$ cat config.mk
export PLATFORM = sky130hd
export DESIGN_NAME = cbc_chain_unit
export DESIGN_NICKNAME = d
export VERILOG_FILES = /design/src/rtl/cbc_pkg.sv /design/src/rtl/cbc_seq.sv /design/src/rtl/cbc_chain_store.sv /design/src/rtl/cbc_xfer.sv /design/src/rtl/cbc_chain_unit.sv
export SDC_FILE = /design/constraint.sdc
export NUM_CORES = 1
export LEC_CHECK = 0
export BUFFER_PORTS_ARGS = -buffer_cell sky130_fd_sc_hd__buf_4
export CAP_MARGIN = 20
export CORE_ASPECT_RATIO = 1.75
export CORE_UTILIZATION = 30
export CTS_BUF_LIST = sky130_fd_sc_hd__clkbuf_4
export DETAILED_ROUTE_END_ITERATION = 8
export GPL_TIMING_DRIVEN = 0
export RECOVER_POWER = 100
export SETUP_SLACK_MARGIN = 0.5
export SLEW_MARGIN = 20
export SYNTH_ARGS = -nofsm -noshare
export SYNTH_HDL_FRONTEND = slang
export SYNTH_SLANG_ARGS = --single-unit
$ cat constraint.sdc
create_clock -name clk -period 5.4 [get_ports clk]
set_clock_uncertainty 0.2 [all_clocks]
set_input_delay 0.81 -clock clk [delete_from_list [all_inputs] [get_ports clk]]
set_output_delay 0.81 -clock clk [all_outputs]
set_load 0.01 [all_outputs]
$ cat src/rtl/cbc_pkg.sv
package cbc_pkg;

    // Sequencing of one block through the stage
    typedef enum logic [2:0] {
        ST_IDLE    = 3'd0,   // waiting for a command start
        ST_TAKE    = 3'd1,   // waiting for an input block
        ST_ISSUE   = 3'd2,   // offering the block to the cipher core
        ST_AWAIT   = 3'd3,   // waiting for the core's result
        ST_DELIVER = 3'd4    // holding the output block for the sink
    } step_e;

    // Flags latched for the running command / block
    typedef struct packed {
        logic dec;    // command direction
        logic last;   // block in flight closes the command
    } flags_t;

    localparam int unsigned LANE_W = 8;

endpackage

$ cat src/rtl/cbc_seq.sv
module cbc_seq
    import cbc_pkg::*;
(
    input  logic clk,
    input  logic rst,
    input  logic cmd_start,
    input  logic cmd_decrypt,
    input  logic in_valid,
    input  logic in_last,
    input  logic cph_req_ready,
    input  logic cph_rsp_valid,
    input  logic out_ready,
    output logic cmd_ready,
    output logic in_ready,
    output logic cph_req_valid,
    output logic cph_rsp_ready,
    output logic out_valid,
    output logic out_last,
    output logic start_fire,
    output logic take_fire,
    output logic rsp_fire,
    output logic mode_dec
);

    step_e  step_q;
    flags_t flags_q;

    always_ff @(posedge clk) begin
        if (rst) begin
            step_q  <= ST_IDLE;
            flags_q <= '0;
        end else begin
            unique case (step_q)
                ST_IDLE: begin
                    if (cmd_start) begin
                        flags_q.dec <= cmd_decrypt;
                        step_q      <= ST_TAKE;
                    end
                end
                ST_TAKE: begin
                    if (in_valid) begin
                        flags_q.last <= in_last;
                        step_q       <= ST_ISSUE;
                    end
                end
                ST_ISSUE: begin
                    if (cph_req_ready) step_q <= ST_AWAIT;
                end
                ST_AWAIT: begin
                    if (cph_rsp_valid) step_q <= ST_DELIVER;
                end
                ST_DELIVER: begin
                    if (out_ready) step_q <= flags_q.last ? ST_IDLE : ST_TAKE;
                end
                default: step_q <= ST_IDLE;
            endcase
        end
    end

    always_comb begin
        cmd_ready     = (step_q == ST_IDLE);
        in_ready      = (step_q == ST_TAKE);
        cph_req_valid = (step_q == ST_ISSUE);
        cph_rsp_ready = (step_q == ST_AWAIT);
        out_valid     = (step_q == ST_DELIVER);
        out_last      = out_valid & flags_q.last;
        start_fire    = cmd_ready & cmd_start;
        take_fire     = in_ready & in_valid;
        rsp_fire      = cph_rsp_ready & cph_rsp_valid;
        mode_dec      = flags_q.dec;
    end

endmodule

$ cat src/rtl/cbc_chain_store.sv
module cbc_chain_store #(
    parameter int unsigned BLOCK_W = 128
) (
    input  logic               clk,
    input  logic               rst,
    input  logic               iv_load,
    input  logic [BLOCK_W-1:0] iv_data,
    input  logic               start_fire,
    input  logic               start_cont,
    input  logic               upd_en,
    input  logic [BLOCK_W-1:0] upd_val,
    output logic [BLOCK_W-1:0] chain_q
);

    logic [BLOCK_W-1:0] iv_q;

    // Latest vector written; used only by a fresh start
    always_ff @(posedge clk) begin
        if (rst)          iv_q <= '0;
        else if (iv_load) iv_q <= iv_data;
    end

    // Chain: seeded on a fresh start, refreshed once per block,
    // untouched by a continued start
    always_ff @(posedge clk) begin
        if (rst)                            chain_q <= '0;
        else if (start_fire && !start_cont) chain_q <= iv_q;
        else if (upd_en)                    chain_q <= upd_val;
    end

endmodule

$ cat src/rtl/cbc_xfer.sv
module cbc_xfer
    import cbc_pkg::*;
#(
    parameter int unsigned BLOCK_W = 128
) (
    input  logic               clk,
    input  logic               rst,
    input  logic               mode_dec,
    input  logic               take_fire,
    input  logic [BLOCK_W-1:0] in_data,
    input  logic [BLOCK_W-1:0] chain_q,
    input  logic               rsp_fire,
    input  logic [BLOCK_W-1:0] rsp_data,
    output logic [BLOCK_W-1:0] req_q,
    output logic [BLOCK_W-1:0] out_q,
    output logic [BLOCK_W-1:0] chain_upd
);

    localparam int unsigned LANES = BLOCK_W / LANE_W;

    logic [BLOCK_W-1:0] pre_mix;   // plaintext ^ chain (encrypt)
    logic [BLOCK_W-1:0] post_mix;  // result ^ chain (decrypt)

    for (genvar g = 0; g < LANES; g++) begin : g_lane
        assign pre_mix [g*LANE_W +: LANE_W] = in_data [g*LANE_W +: LANE_W] ^ chain_q[g*LANE_W +: LANE_W];
        assign post_mix[g*LANE_W +: LANE_W] = rsp_data[g*LANE_W +: LANE_W] ^ chain_q[g*LANE_W +: LANE_W];
    end

    // Request register; in decrypt it also keeps the consumed ciphertext
    always_ff @(posedge clk) begin
        if (rst)            req_q <= '0;
        else if (take_fire) req_q <= mode_dec ? in_data : pre_mix;
    end

    always_ff @(posedge clk) begin
        if (rst)           out_q <= '0;
        else if (rsp_fire) out_q <= mode_dec ? post_mix : rsp_data;
    end

    // Next chain: produced ciphertext (encrypt) or consumed ciphertext (decrypt)
    assign chain_upd = mode_dec ? req_q : rsp_data;

endmodule

$ cat src/rtl/cbc_chain_unit.sv
module cbc_chain_unit #(
    parameter int unsigned BLOCK_W = 128
) (
    input  logic               clk,
    input  logic               rst,
    input  logic               iv_load,
    input  logic [BLOCK_W-1:0] iv_data,
    input  logic               cmd_start,
    input  logic               cmd_decrypt,
    input  logic               cmd_continue,
    output logic               cmd_ready,
    input  logic               in_valid,
    output logic               in_ready,
    input  logic [BLOCK_W-1:0] in_data,
    input  logic               in_last,
    output logic               cph_req_valid,
    input  logic               cph_req_ready,
    output logic [BLOCK_W-1:0] cph_req_data,
    output logic               cph_req_decrypt,
    input  logic               cph_rsp_valid,
    output logic               cph_rsp_ready,
    input  logic [BLOCK_W-1:0] cph_rsp_data,
    output logic               out_valid,
    input  logic               out_ready,
    output logic [BLOCK_W-1:0] out_data,
    output logic               out_last
);

    logic               start_fire;
    logic               take_fire;
    logic               rsp_fire;
    logic               mode_dec;
    logic [BLOCK_W-1:0] chain_q;
    logic [BLOCK_W-1:0] chain_upd;

    cbc_seq i_seq (
        .clk           (clk),
        .rst           (rst),
        .cmd_start     (cmd_start),
        .cmd_decrypt   (cmd_decrypt),
        .in_valid      (in_valid),
        .in_last       (in_last),
        .cph_req_ready (cph_req_ready),
        .cph_rsp_valid (cph_rsp_valid),
        .out_ready     (out_ready),
        .cmd_ready     (cmd_ready),
        .in_ready      (in_ready),
        .cph_req_valid (cph_req_valid),
        .cph_rsp_ready (cph_rsp_ready),
        .out_valid     (out_valid),
        .out_last      (out_last),
        .start_fire    (start_fire),
        .take_fire     (take_fire),
        .rsp_fire      (rsp_fire),
        .mode_dec      (mode_dec)
    );

    cbc_chain_store #(.BLOCK_W(BLOCK_W)) i_store (
        .clk        (clk),
        .rst        (rst),
        .iv_load    (iv_load),
        .iv_data    (iv_data),
        .start_fire (start_fire),
        .start_cont (cmd_continue),
        .upd_en     (rsp_fire),
        .upd_val    (chain_upd),
        .chain_q    (chain_q)
    );

    cbc_xfer #(.BLOCK_W(BLOCK_W)) i_xfer (
        .clk       (clk),
        .rst       (rst),
        .mode_dec  (mode_dec),
        .take_fire (take_fire),
        .in_data   (in_data),
        .chain_q   (chain_q),
        .rsp_fire  (rsp_fire),
        .rsp_data  (cph_rsp_data),
        .req_q     (cph_req_data),
        .out_q     (out_data),
        .chain_upd (chain_upd)
    );

    assign cph_req_decrypt = mode_dec;

endmodule

; Yosys cells after proc, flatten, opt, wreduce, memory -nomap -nowiden
; Index checks and enable logic that the tools add are counted.
[classes]
n_addsub = 0
mul = 0
n_div = 0
magnitude_cmp = 0
eq_ne = 9
n_shift = 0
muxes = 12
bitwise_logic = 36
n_reduce_logical = 7
[ops]
columns = cell, n
row1 = two-way mux 128 bit, 5
row2 = bitwise XOR 8 bit, 32
row3 = two-way mux 3 bit, 5
row4 = one-hot mux 3 bit (5 select lines), 1
row5 = "equality test 3 x 2 -> 1 bit, second input constant", 2
row6 = "inequality test 2 bit, second input constant", 3
row7 = AND reduction 5 bit, 1
row8 = bitwise AND 1 bit, 4
row9 = "inequality test 2 x 1 -> 1 bit, second input constant", 2
row10 = AND reduction 2 bit, 2
row11 = "equality test 3 x 1 -> 1 bit, second input constant", 1
row12 = "equality test 3 bit, second input constant", 1
row13 = zero test 3 bit, 1
row14 = nonzero test 2 bit, 1
row15 = logical AND 1 bit, 1
row16 = zero test 1 bit, 1
row17 = two-way mux 1 bit, 1
[word_totals]
regBits = 517
latchBits = 0
ramBits = 0
romBits = 0
in_bits = 395
out_inout_bits = 263
word_cells = 71
memories = 0

; Longest topological paths before layout
; Gate-level depths: netlist of the first run.
[logic_depth]
word_depth = 4
depth_mapped = 7
ltp_nobuf = 3

; Hierarchy
; From an unflattened synthesis of the first run, not the netlist that was laid out.
[unflattened]
cells_unflattened = 2737
hier_area_um2 = 27933.0
[modules_own_cells]
columns = module, n_inst, cells_per_inst, area_each_um2, seq_area_each_um2
row1 = cbc_xfer, 1, 1706, 16573.4, 5124.9
row2 = cbc_chain_store, 1, 995, 11035.6, 5124.9
row3 = cbc_seq, 1, 36, 324.1, 100.1

; Least setup slack after synthesis of the first run
; OpenSTA, ideal clock, no wires.
[synth_path]
path_kind = input-to-reg
startpoint = in rst
endpoint = reg i_seq.flags_q[0] (netlist bit)
setup_ns = 0.128
arrival_ns = 1.819
required_ns = 5.072
path_slack_ns = 3.253
cell_stages = 5
path_buffers = 4
path_cell_list = clkbuf_1 clkbuf_1 clkbuf_1 clkbuf_1 nor2_1
[synth_rtl]
columns = element, line
row1 = start: declaration, cbc_chain_unit.sv:5  ; input logic rst,
row2 = end: declaration, cbc_seq.sv:26  ; flags_t flags_q;
; No word-level cell between the ends.

; Final worst setup path of the first run
[layout_path]
startpoint = reg i_seq.flags_q, in the netlist i_seq.mode_dec
endpoint = reg i_xfer.out_q[119]
[layout_between]
elab_chain_len = 1
[layout_rtl]
columns = element, line
row1 = two-way mux 128 bit, cbc_xfer.sv:37  ; else if (rsp_fire) out_q <= mode_dec ? post_mix : rsp_data;
row2 = end signal: assignment, cbc_xfer.sv:37
row3 = end: declaration, cbc_xfer.sv:15  ; output logic [BLOCK_W-1:0] out_q,
; Every way passes these cells.
; A chain may end at the register's enable or synchronous reset.

==> results of run 1 <==
-- cell type report --
class	instances	area, um2
Inverter	2	7.51
Antenna cell	15	37.5
Multi-Input combinational cell	1828	12600
Tap cell	1042	1300
Sequential cell	517	10300
Buffer	260	1140
Fill cell	8122	44800
Clock inverter	35	201
Clock buffer	184	1380
Timing Repair Buffer	1055	7930
-- registers in the layout, summed over array words and instances, names as in the netlist --
register,flops
i_store.chain_q,128
i_seq.mode_dec,1
i_xfer.req_q,128
i_seq.step_q,3
i_seq.flags_q,1
i_xfer.out_q,128
i_store.iv_q,128
-- routing by layer --
| metal | wire, um | vias to the layer above |
|---|---|---|
| met2 | 58100 | 1047 |
| met5 | 43 | - |
| met1 | 44700 | 11800 |
| met3 | 7420 | 236 |
| met4 | 4730 | 8 |
| li1 | - | 11800 |
-- path summary, 6_finish.rpt --
check	startpoint	endpoint	slack [ns]
min reg2reg	i_store.iv_q[41]	i_store.chain_q[41]	0.26
min	i_store.iv_q[41]	i_store.chain_q[41]	0.26
max reg2reg	i_seq.mode_dec	i_xfer.out_q[119]	1.44
max	i_seq.mode_dec	i_xfer.out_q[119]	1.44
-- placed cells by master (no fill, tap or decap), types with 119 or more instances in the layout --
master | synthesis | final
mux2i_1 | 130 | 130
dlygate4sd3_1 | 0 | 399
xnor2_1 | 128 | 128
nor2_1 | 386 | 386
a21oi_1 | 123 | 123
clkbuf_4 | 0 | 184
xor2_1 | 128 | 128
buf_4 | 2 | 393
a32oi_1 | 121 | 121
nand2_1 | 139 | 139
clkbuf_1 | 126 | 426
nor2b_1 | 129 | 129
mux2_2 | 128 | 121
dfxtp_1 | 517 | 517
o211ai_1 | 119 | 119
a211oi_1 | 256 | 256
-- through the flow --
stage	area, um2	setup slack, ns	total power [mW]	instances
after global routing	34900	1.16	9.78	4933
after global placement	30400	1.36	5.88	4304
after CTS	36000	2.01	9.55	4923
after detailed placement	30400	2.12	5.89	4305
after floorplan	24100	3.25	5.03	2607
final	35000	1.44	9.39	4938
-- power by group --
group	leakage, nW	internal (mW)	switching, mW
logic	7.68	0.826	0.999
clock network	0.951	1.66	1.74
registers	4.21	4.01	0.150
total	12.8	6.50	2.89
-- cells by family (layout without fill, tap and decap cells) --
kind of cell	Yosys count	count (layout)	synth area share [%]
AOI/OAI and AO/OA	638	638	19.3
xor gates and xnor gates	256	256	9.29
buffers and inverters	262	1536	4.98
DFF	517	517	42.9
muxes	258	258	11.4
other	0	15	0
and+or+nand+nor	676	676	12.2
-- tightest hold or removal path, stage by stage, from the launching register on --
cell     delay, ns
dfxtp_1       0.31
nand3_1       0.06
a31oi_1       0.07
-- timing repair --
item	4_1_cts	5_1_grt
endpoints found under the setup margin	0	0
gates resized for setup	0	0
endpoints found under the hold margin	517	0
hold buffers	399	0
==> impl_metrics.env, run 1 <==
export IMPL_powerDensity_mw_per_mm2=269
export IMPL_critical_path_depth=7
export IMPL_status="complete, but fails checks"
export IMPL_drt_vias_per_instance=5.04
export IMPL_yosysSeqAreaShare_pct=42.9
export IMPL_tritoncts="built"
export IMPL_drc_errors=0
export IMPL_numPortBuffers=655
export IMPL_wl_um=115000
export IMPL_die_h_um=377
export IMPL_ff2ff_path_depth=7
export IMPL_start_util_pct=30.3
export IMPL_syn_avg_cell_area_um2=9.26
export IMPL_cpLargestDelayFamily="buffers and inverters"
export IMPL_setup_tns_ns=0
export IMPL_slew_violations=23
export IMPL_hpwl_um=85100
export IMPL_numClockSinks=517
export IMPL_yosys_warnings=0
export IMPL_ys_types=36
export IMPL_ios=658
export IMPL_critPathBufInv=4
export IMPL_cp_end_kind="flip-flop"
export IMPL_worstMarginPinSlew_ns=1.79
export IMPL_ys_async_sr_fraction_pct=0
export IMPL_place_congestion=0.873
export IMPL_cts_setup_buffers=0
export IMPL_synthTopCellsByCount="517 x dfxtp_1, 386 x nor2_1, 256 x a211oi_1"
export IMPL_grt_busiest_layer="met2"
export IMPL_hold_viol=0
export IMPL_fin_crit_ns=3.96
export IMPL_power_leakage_nw=12.8
export IMPL_cp_slowest_stage_delay_ns=0.95
export IMPL_ys_top_cells_by_area="dfxtp_1 43%, a211oi_1 8.0%, nor2_1 6.0%"
export IMPL_cts_buffers=134
export IMPL_cts_root_buf="clkbuf_4"
export IMPL_slew_headroom_pct=-19.2
export IMPL_synth_seq_cells=517
export IMPL_required_ns=6.17
export IMPL_yosysTopAreaCell="dfxtp_1"
export IMPL_grt_use_met1_pct=30.4
export IMPL_grt_usage_pct=27.3
export IMPL_grt_pass1_wl_um=165000
export IMPL_cap_violations=2
export IMPL_clockBufferDepth=3
export IMPL_yosys_cell_count_top_type="dfxtp_1"
export IMPL_cpMostUsedCell="clkbuf_1"
export IMPL_setup_viol=0
export IMPL_wire_per_inst_um=23.3
export IMPL_ant_nets=0
export IMPL_netlist_area_leader_share_pct=42.9
export IMPL_cp_max_fo=10
export IMPL_worstHoldPathType="reg2reg"
export IMPL_syn_cell_area_mm2=0.0241
export IMPL_ir_drop_mv=0.159
export IMPL_die_w_um=216
export IMPL_post_route_util_pct=43.9
export IMPL_grtUsageMet3_pct=6.82
export IMPL_antenna_found_initial=18
export IMPL_rows=137
export IMPL_htreeDepth=4
export IMPL_dr_pass1_iters=5
export IMPL_synth_edf_count=0
export IMPL_dieArea_mm2=0.0817
export IMPL_worstSkewPairLatency_ns=1.08
export IMPL_grt_pass1_vias=25500
export IMPL_grt_start_max_net_pins=17
export IMPL_crit_arrival_ns=4.73
export IMPL_gr_total_overflow=0
export IMPL_whs_ns=0.255
export IMPL_synthesis_nets=3002
export IMPL_cpMaxStageDelayCell="clkbuf_1"
export IMPL_rsz0062_at_grt="no"
export IMPL_syn_inst=2607
export IMPL_final_layout_size_suffix_gt1_share_pct=20.6
export IMPL_violations="max-capacitance violations, max-slew violations"
export IMPL_fin_nets=4193
export IMPL_period_share_pct=73.4
export IMPL_start_kind="flip-flop"
export IMPL_fmax_mhz=252
export IMPL_met2_usage_pct=48.7
export IMPL_dr_first_iter_drc_count=1394
export IMPL_critPathKind="reg2reg"
export IMPL_area_delta_synth_final_pct=44.7
export IMPL_hold_path_depth=2
export IMPL_ys_dominant_reg_cell="dfxtp_1"
export IMPL_worstPathCellList="clkbuf_1, clkbuf_1, clkbuf_1, clkbuf_1, nand2_1, xor2_1, a211oi_1"
export IMPL_path_clk_slew_ns=0.07
export IMPL_fp_coreArea_mm2=0.0797
export IMPL_num_vias=24900
Power figures use the tool's default switching activity.
==> run 2, diff against run 1 <==
==> constraint.sdc (replaced) <==
create_clock -name clk -period 3.5 [get_ports clk]
set_clock_uncertainty 0.2 [all_clocks]
set_input_delay 0.525 -clock clk [delete_from_list [all_inputs] [get_ports clk]]
set_output_delay 0.525 -clock clk [all_outputs]
set_load 0.01 [all_outputs]
==> impl_metrics.env, run 2 (same netlist as run 1, synthesis figures left out) <==
export IMPL_hold_viol=0
export IMPL_start_kind="flip-flop"
export IMPL_ant_nets=0
export IMPL_ir_drop_mv=0.243
export IMPL_worstMarginPinSlew_ns=1.14
export IMPL_wl_um=116000
export IMPL_grt_start_max_net_pins=17
export IMPL_final_layout_size_suffix_gt1_share_pct=20.3
export IMPL_path_clk_slew_ns=0.07
export IMPL_cpLargestDelayFamily="buffers and inverters"
export IMPL_setup_viol=0
export IMPL_power_leakage_nw=13.6
export IMPL_numPortBuffers=655
export IMPL_p_sw_mw=4.48
export IMPL_p_comb_share_pct=20.3
export IMPL_die_w_um=216
export IMPL_rsz0062_at_grt="no"
export IMPL_final_cell_mix="555 x dlygate4sd3_1, 517 x dfxtp_1, 410 x clkbuf_1"
export IMPL_cts_setup_buffers=0
export IMPL_worstHoldPathType="in2reg"
export IMPL_cap_violations=0
export IMPL_fill_cells=7949
export IMPL_place_congestion=0.873
export IMPL_grt_pass1_vias=26500
export IMPL_dr_first_iter_drc_count=1491
export IMPL_post_route_util_pct=45.9
export IMPL_cp_end_kind="flip-flop"
export IMPL_status="finished clean"
export IMPL_fin_nets=4349
export IMPL_critPathKind="reg2reg"
export IMPL_p_int_mw=10.1
export IMPL_numClockSinks=517
export IMPL_critical_path_depth=7
export IMPL_fin_crit_ns=3.08
export IMPL_ff2ff_path_depth=7
export IMPL_cp_startpoint="i_seq.mode_dec"
export IMPL_dr_pass1_iters=5
export IMPL_rr_startpoint="i_seq.mode_dec"
export IMPL_cts_buffers=134
export IMPL_drt_vias_per_instance=5.02
export IMPL_r2r_slack_ns=0.42
export IMPL_dieArea_mm2=0.0817
export IMPL_p_sw_share_pct=30.6
export IMPL_rows=137
export IMPL_clockPowerShare_pct=35.9
export IMPL_powerDensity_mw_per_mm2=400
export IMPL_crit_arrival_ns=3.80
export IMPL_tritoncts="built"
export IMPL_worstSkewPairLatency_ns=1.03
export IMPL_area_delta_synth_final_pct=51.4
export IMPL_cp_slowest_stage_delay_ns=0.66
export IMPL_grt_pass1_wl_um=167000
export IMPL_min_delay_start="iv_data[107]"
export IMPL_worstPathCellList="buf_2, clkbuf_1, buf_16, clkbuf_1, mux2_2, a32oi_1, a21oi_1"
export IMPL_fmax_mhz=325
export IMPL_htreeDepth=4
export IMPL_start_util_pct=30.3
export IMPL_cpMaxStageDelayCell="clkbuf_1"
export IMPL_required_ns=4.22
export IMPL_layout_commonest_cell="dlygate4sd3_1"
export IMPL_period_share_pct=87.9
export IMPL_die_h_um=377
export IMPL_seq_power_share_pct=43.8
export IMPL_num_vias=25600
export IMPL_cpMostUsedCell="clkbuf_1"
export IMPL_hpwl_um=85100
export IMPL_clockBufferDepth=3
export IMPL_antenna_found_initial=16
export IMPL_hold_path_depth=4
export IMPL_power_total_mw=14.6
export IMPL_gr_total_overflow=0
export IMPL_slew_headroom_pct=24.2
export IMPL_wire_per_inst_um=22.8
export IMPL_fp_coreArea_mm2=0.0797
export IMPL_ios=658
export IMPL_cp_max_fo=10
export IMPL_drc_errors=0
export IMPL_cts_root_buf="clkbuf_4"
export IMPL_grt_usage_pct=27.7
export IMPL_critPathBufInv=4
export IMPL_slew_violations=0
run 2: cell count changes in the layout (fill, tap and decap cells not counted), sizes merged:
cell	change
diode	-1
dlygate4sd3	+156
buf	+11
clkbuf	-11
run 2: what timing repair did:
action / 4_1_cts / 5_1_grt
setup endpoints to repair: 4 / 3
gates resized for setup: 2 / 3
endpoints found under the hold margin: 517 / 0
hold buffers: 555 / 0
run 2: final cells by class:
type	count	area, um2	share of cell area (%)
Buffer	260	1170	3.19
Inverter	2	7.51	0.0205
Tap cell	1042	1300	3.57
Timing Repair Buffer	1211	9520	26.0
Multi-Input combinational cell	1828	12600	34.5
Clock buffer	184	1380	3.78
Clock inverter	35	201	0.551
Antenna cell	14	35.0	0.0958
Sequential cell	517	10300	28.3
run 2: final timing paths:
| path | endpoint |
|---|---|
| max | i_store.chain_q[9] |
| min | i_store.iv_q[107] |
| max reg2reg | i_store.chain_q[9] |
| min reg2reg | i_store.chain_q[41] |
run 2: worst register-to-register path, stage by stage (launching register included):
cell      delay [ns]
dfxtp_1         0.33
buf_2           0.21
clkbuf_1        0.66
buf_16          0.24
clkbuf_1        0.63
mux2_2          0.41
a32oi_1         0.20
a21oi_1         0.09
run 2: power groups by stage:
stage	sequential (mW)	clock [mW]	combinational (mW)
after floorplan	6.53	0	1.23
after global placement	6.53	0	2.53
after detailed placement	6.54	0	2.55
after CTS	6.41	5.37	3.08
after global routing	6.44	5.63	3.17
final	6.41	5.25	2.97
run 2: through the flow:
step | setup TNS [ns] | worst slack (ns) | instances | area, um2 | hold WS (ns)
after floorplan | 0 | 1.64 | 2607 | 24100 | 0.258
after global placement | -16.50 | -0.260 | 4304 | 30400 | 0.269
after detailed placement | 0 | 0.506 | 4305 | 30400 | 0.277
after CTS | 0 | 0.478 | 5079 | 37600 | 0.000372
after global routing | 0 | 0.287 | 5084 | 36500 | 0.0110
final | 0 | 0.423 | 5093 | 36600 | 0.120
run 2: routing by layer:
layer / wire length (um) / global-route usage [%] / up-vias / part of all wire [%]
met3: 7670 / 6.91 / 252 / 6.6
met1: 44900 / 30.6 / 12100 / 39
met5: 33 / 0 / - / 0.028
li1: - / - / 12100 / -
met2: 58700 / 49.6 / 1121 / 51
met4: 4900 / 11.9 / 6 / 4.2
==> run 3, diff against run 2 <==
--- a/config.mk
+++ b/config.mk
@@ -7,7 +7,6 @@
 export LEC_CHECK = 0
 export BUFFER_PORTS_ARGS = -buffer_cell sky130_fd_sc_hd__buf_4
 export CAP_MARGIN = 20
-export CORE_ASPECT_RATIO = 1.75
 export CORE_UTILIZATION = 30
 export CTS_BUF_LIST = sky130_fd_sc_hd__clkbuf_4
 export DETAILED_ROUTE_END_ITERATION = 8
==> impl_metrics.env, run 3 (same netlist as run 1, synthesis figures left out) <==
export IMPL_post_route_util_pct=44.6
export IMPL_htreeDepth=4
export IMPL_slew_headroom_pct=7.40
export IMPL_drc_errors=0
export IMPL_final_area_mm2=0.0354
export IMPL_numClockSinks=517
export IMPL_fin_ws_ns=0.257
export IMPL_layout_commonest_cell="dfxtp_1"
export IMPL_grt_start_max_net_pins=17
export IMPL_die_w_um=286
export IMPL_hold_viol=0
export IMPL_fmax_mhz=308
export IMPL_gr_total_overflow=0
export IMPL_path_clk_slew_ns=0.07
export IMPL_clockBufferDepth=3
export IMPL_area_delta_synth_final_pct=46.5
export IMPL_num_vias=25400
export IMPL_cap_violations=0
export IMPL_start_util_pct=30.5
export IMPL_worstMarginPinSlew_ns=1.39
export IMPL_crit_arrival_ns=3.85
export IMPL_final_layout_size_suffix_gt1_share_pct=21.6
export IMPL_dr_pass1_iters=7
export IMPL_wl_um=113000
export IMPL_cp_max_fo=10
export IMPL_wire_per_inst_um=22.7
export IMPL_rows=103
export IMPL_fin_nets=4211
export IMPL_worstHoldPathType="in2reg"
export IMPL_ir_drop_mv=0.213
export IMPL_cts_setup_buffers=0
export IMPL_ios=658
export IMPL_fp_coreArea_mm2=0.0793
export IMPL_fin_crit_ns=3.24
export IMPL_grt_pass1_vias=25400
export IMPL_status="finished clean"
export IMPL_period_share_pct=92.7
export IMPL_dp_slack_ns=0.424
export IMPL_start_kind="flip-flop"
export IMPL_die_h_um=286
export IMPL_placed_area_mm2=0.0304
export IMPL_cp_slowest_stage_delay_ns=1.04
export IMPL_grt_usage_pct=26.8
export IMPL_cpMaxStageDelayCell="clkbuf_1"
export IMPL_cts_root_buf="clkbuf_4"
export IMPL_powerDensity_mw_per_mm2=431
export IMPL_fill_cells=8033
export IMPL_rsz0062_at_grt="no"
export IMPL_ant_nets=0
export IMPL_setup_viol=0
export IMPL_tritoncts="built"
export IMPL_slew_violations=0
export IMPL_place_congestion=0.896
export IMPL_dr_first_iter_drc_count=1696
export IMPL_required_ns=4.11
export IMPL_worstPathCellList="buf_2, clkbuf_1, clkbuf_1, mux2_2, a32oi_1, a21oi_1"
export IMPL_cp_end_kind="flip-flop"
export IMPL_power_leakage_nw=13.1
export IMPL_dieArea_mm2=0.0816
export IMPL_cpMostUsedCell="clkbuf_1"
export IMPL_grt_pass1_wl_um=163000
export IMPL_drt_vias_per_instance=5.09
export IMPL_worstSkewPairLatency_ns=0.99
export IMPL_final_cell_mix="517 x dfxtp_1, 414 x clkbuf_1, 399 x dlygate4sd3_1"
export IMPL_antenna_found_initial=22
export IMPL_hpwl_um=81900
export IMPL_numPortBuffers=655
export IMPL_cts_buffers=152
export IMPL_critPathKind="reg2reg"
[run 3: changes by cell type in the layout (fill, tap and decap cells not counted), sizes merged]
cell / before / now
buf: 497 / 492
bufinv: 2 / 3
clkbuf: 603 / 652
clkinv: 28 / 19
clkinvlp: 2 / 4
dlygate4sd3: 555 / 399
inv: 5 / 7
[run 3: what timing repair did]
item	CTS	global route
pin swaps	0	0
setup endpoints to repair	4	2
endpoints found under the hold margin	517	0
hold buffers	399	0
resized for setup	2	2
cloned	0	0
[run 3: final timing paths]
path	startpoint	to	slack [ns]	cells past startpoint
setup / recovery	i_seq.mode_dec	i_store.chain_q[25]	0.26	6
hold / removal	rst	i_xfer.out_q[127]	0.1	3
setup reg to reg	i_seq.mode_dec	i_store.chain_q[25]	0.26	6
hold reg to reg	i_store.chain_q[117]	i_store.chain_q[117]	0.29	2
[run 3: area by class of cell]
type / count / area, um2 / area share, %
well taps: 1050 / 1310 / 3.71
clock buffers: 228 / 1710 / 4.84
flip-flops and latches: 517 / 10300 / 29.3
clock inverters: 31 / 235 / 0.665
plain buffers: 260 / 1170 / 3.31
inverters: 2 / 7.51 / 0.0212
multi-input cells: 1828 / 12600 / 35.6
repair buffers: 1055 / 7960 / 22.5
diodes: 14 / 35.0 / 0.0990
[run 3: metrics by stage]
step | hold WS [ns] | power, mW | cells | setup TNS [ns]
6_report | 0.0959 | 15.3 | 4985 | 0
3_3_place_gp | 0.269 | 9.04 | 4312 | -19.68
2_1_floorplan | 0.258 | 7.76 | 2607 | 0
5_1_grt | 0.0185 | 15.9 | 4981 | 0
3_5_place_dp | 0.277 | 9.06 | 4313 | 0
4_1_cts | 0.00433 | 15.5 | 4971 | 0
[run 3: worst max-delay path, delay by kind of cell (launching register included)]
| kind | cells | cell delay [ns] |
|---|---|---|
| flops | 1 | 0.33 |
| compound gates | 2 | 0.25 |
| mux | 1 | 0.42 |
| buf+inv | 3 | 1.89 |
[run 3: routing by layer]
layer / routed length [um] / vias up / global-route usage, %
met1: 47100 / 12100 / 33.1
met2: 53900 / 1118 / 44.5
li1: - / 11800 / -
met4: 5200 / 10 / 12.3
met5: 59 / - / 0
met3: 6950 / 290 / 5.52
[run 3: power breakdown]
part / total, mW / switching (mW) / internal [mW] / leakage (nW)
sequential: 6.42 / 0.236 / 6.18 / 4.21
combinational: 2.81 / 1.53 / 1.28 / 7.75
clock: 6.02 / 2.84 / 3.18 / 1.15
total: 15.3 / 4.61 / 10.6 / 13.1
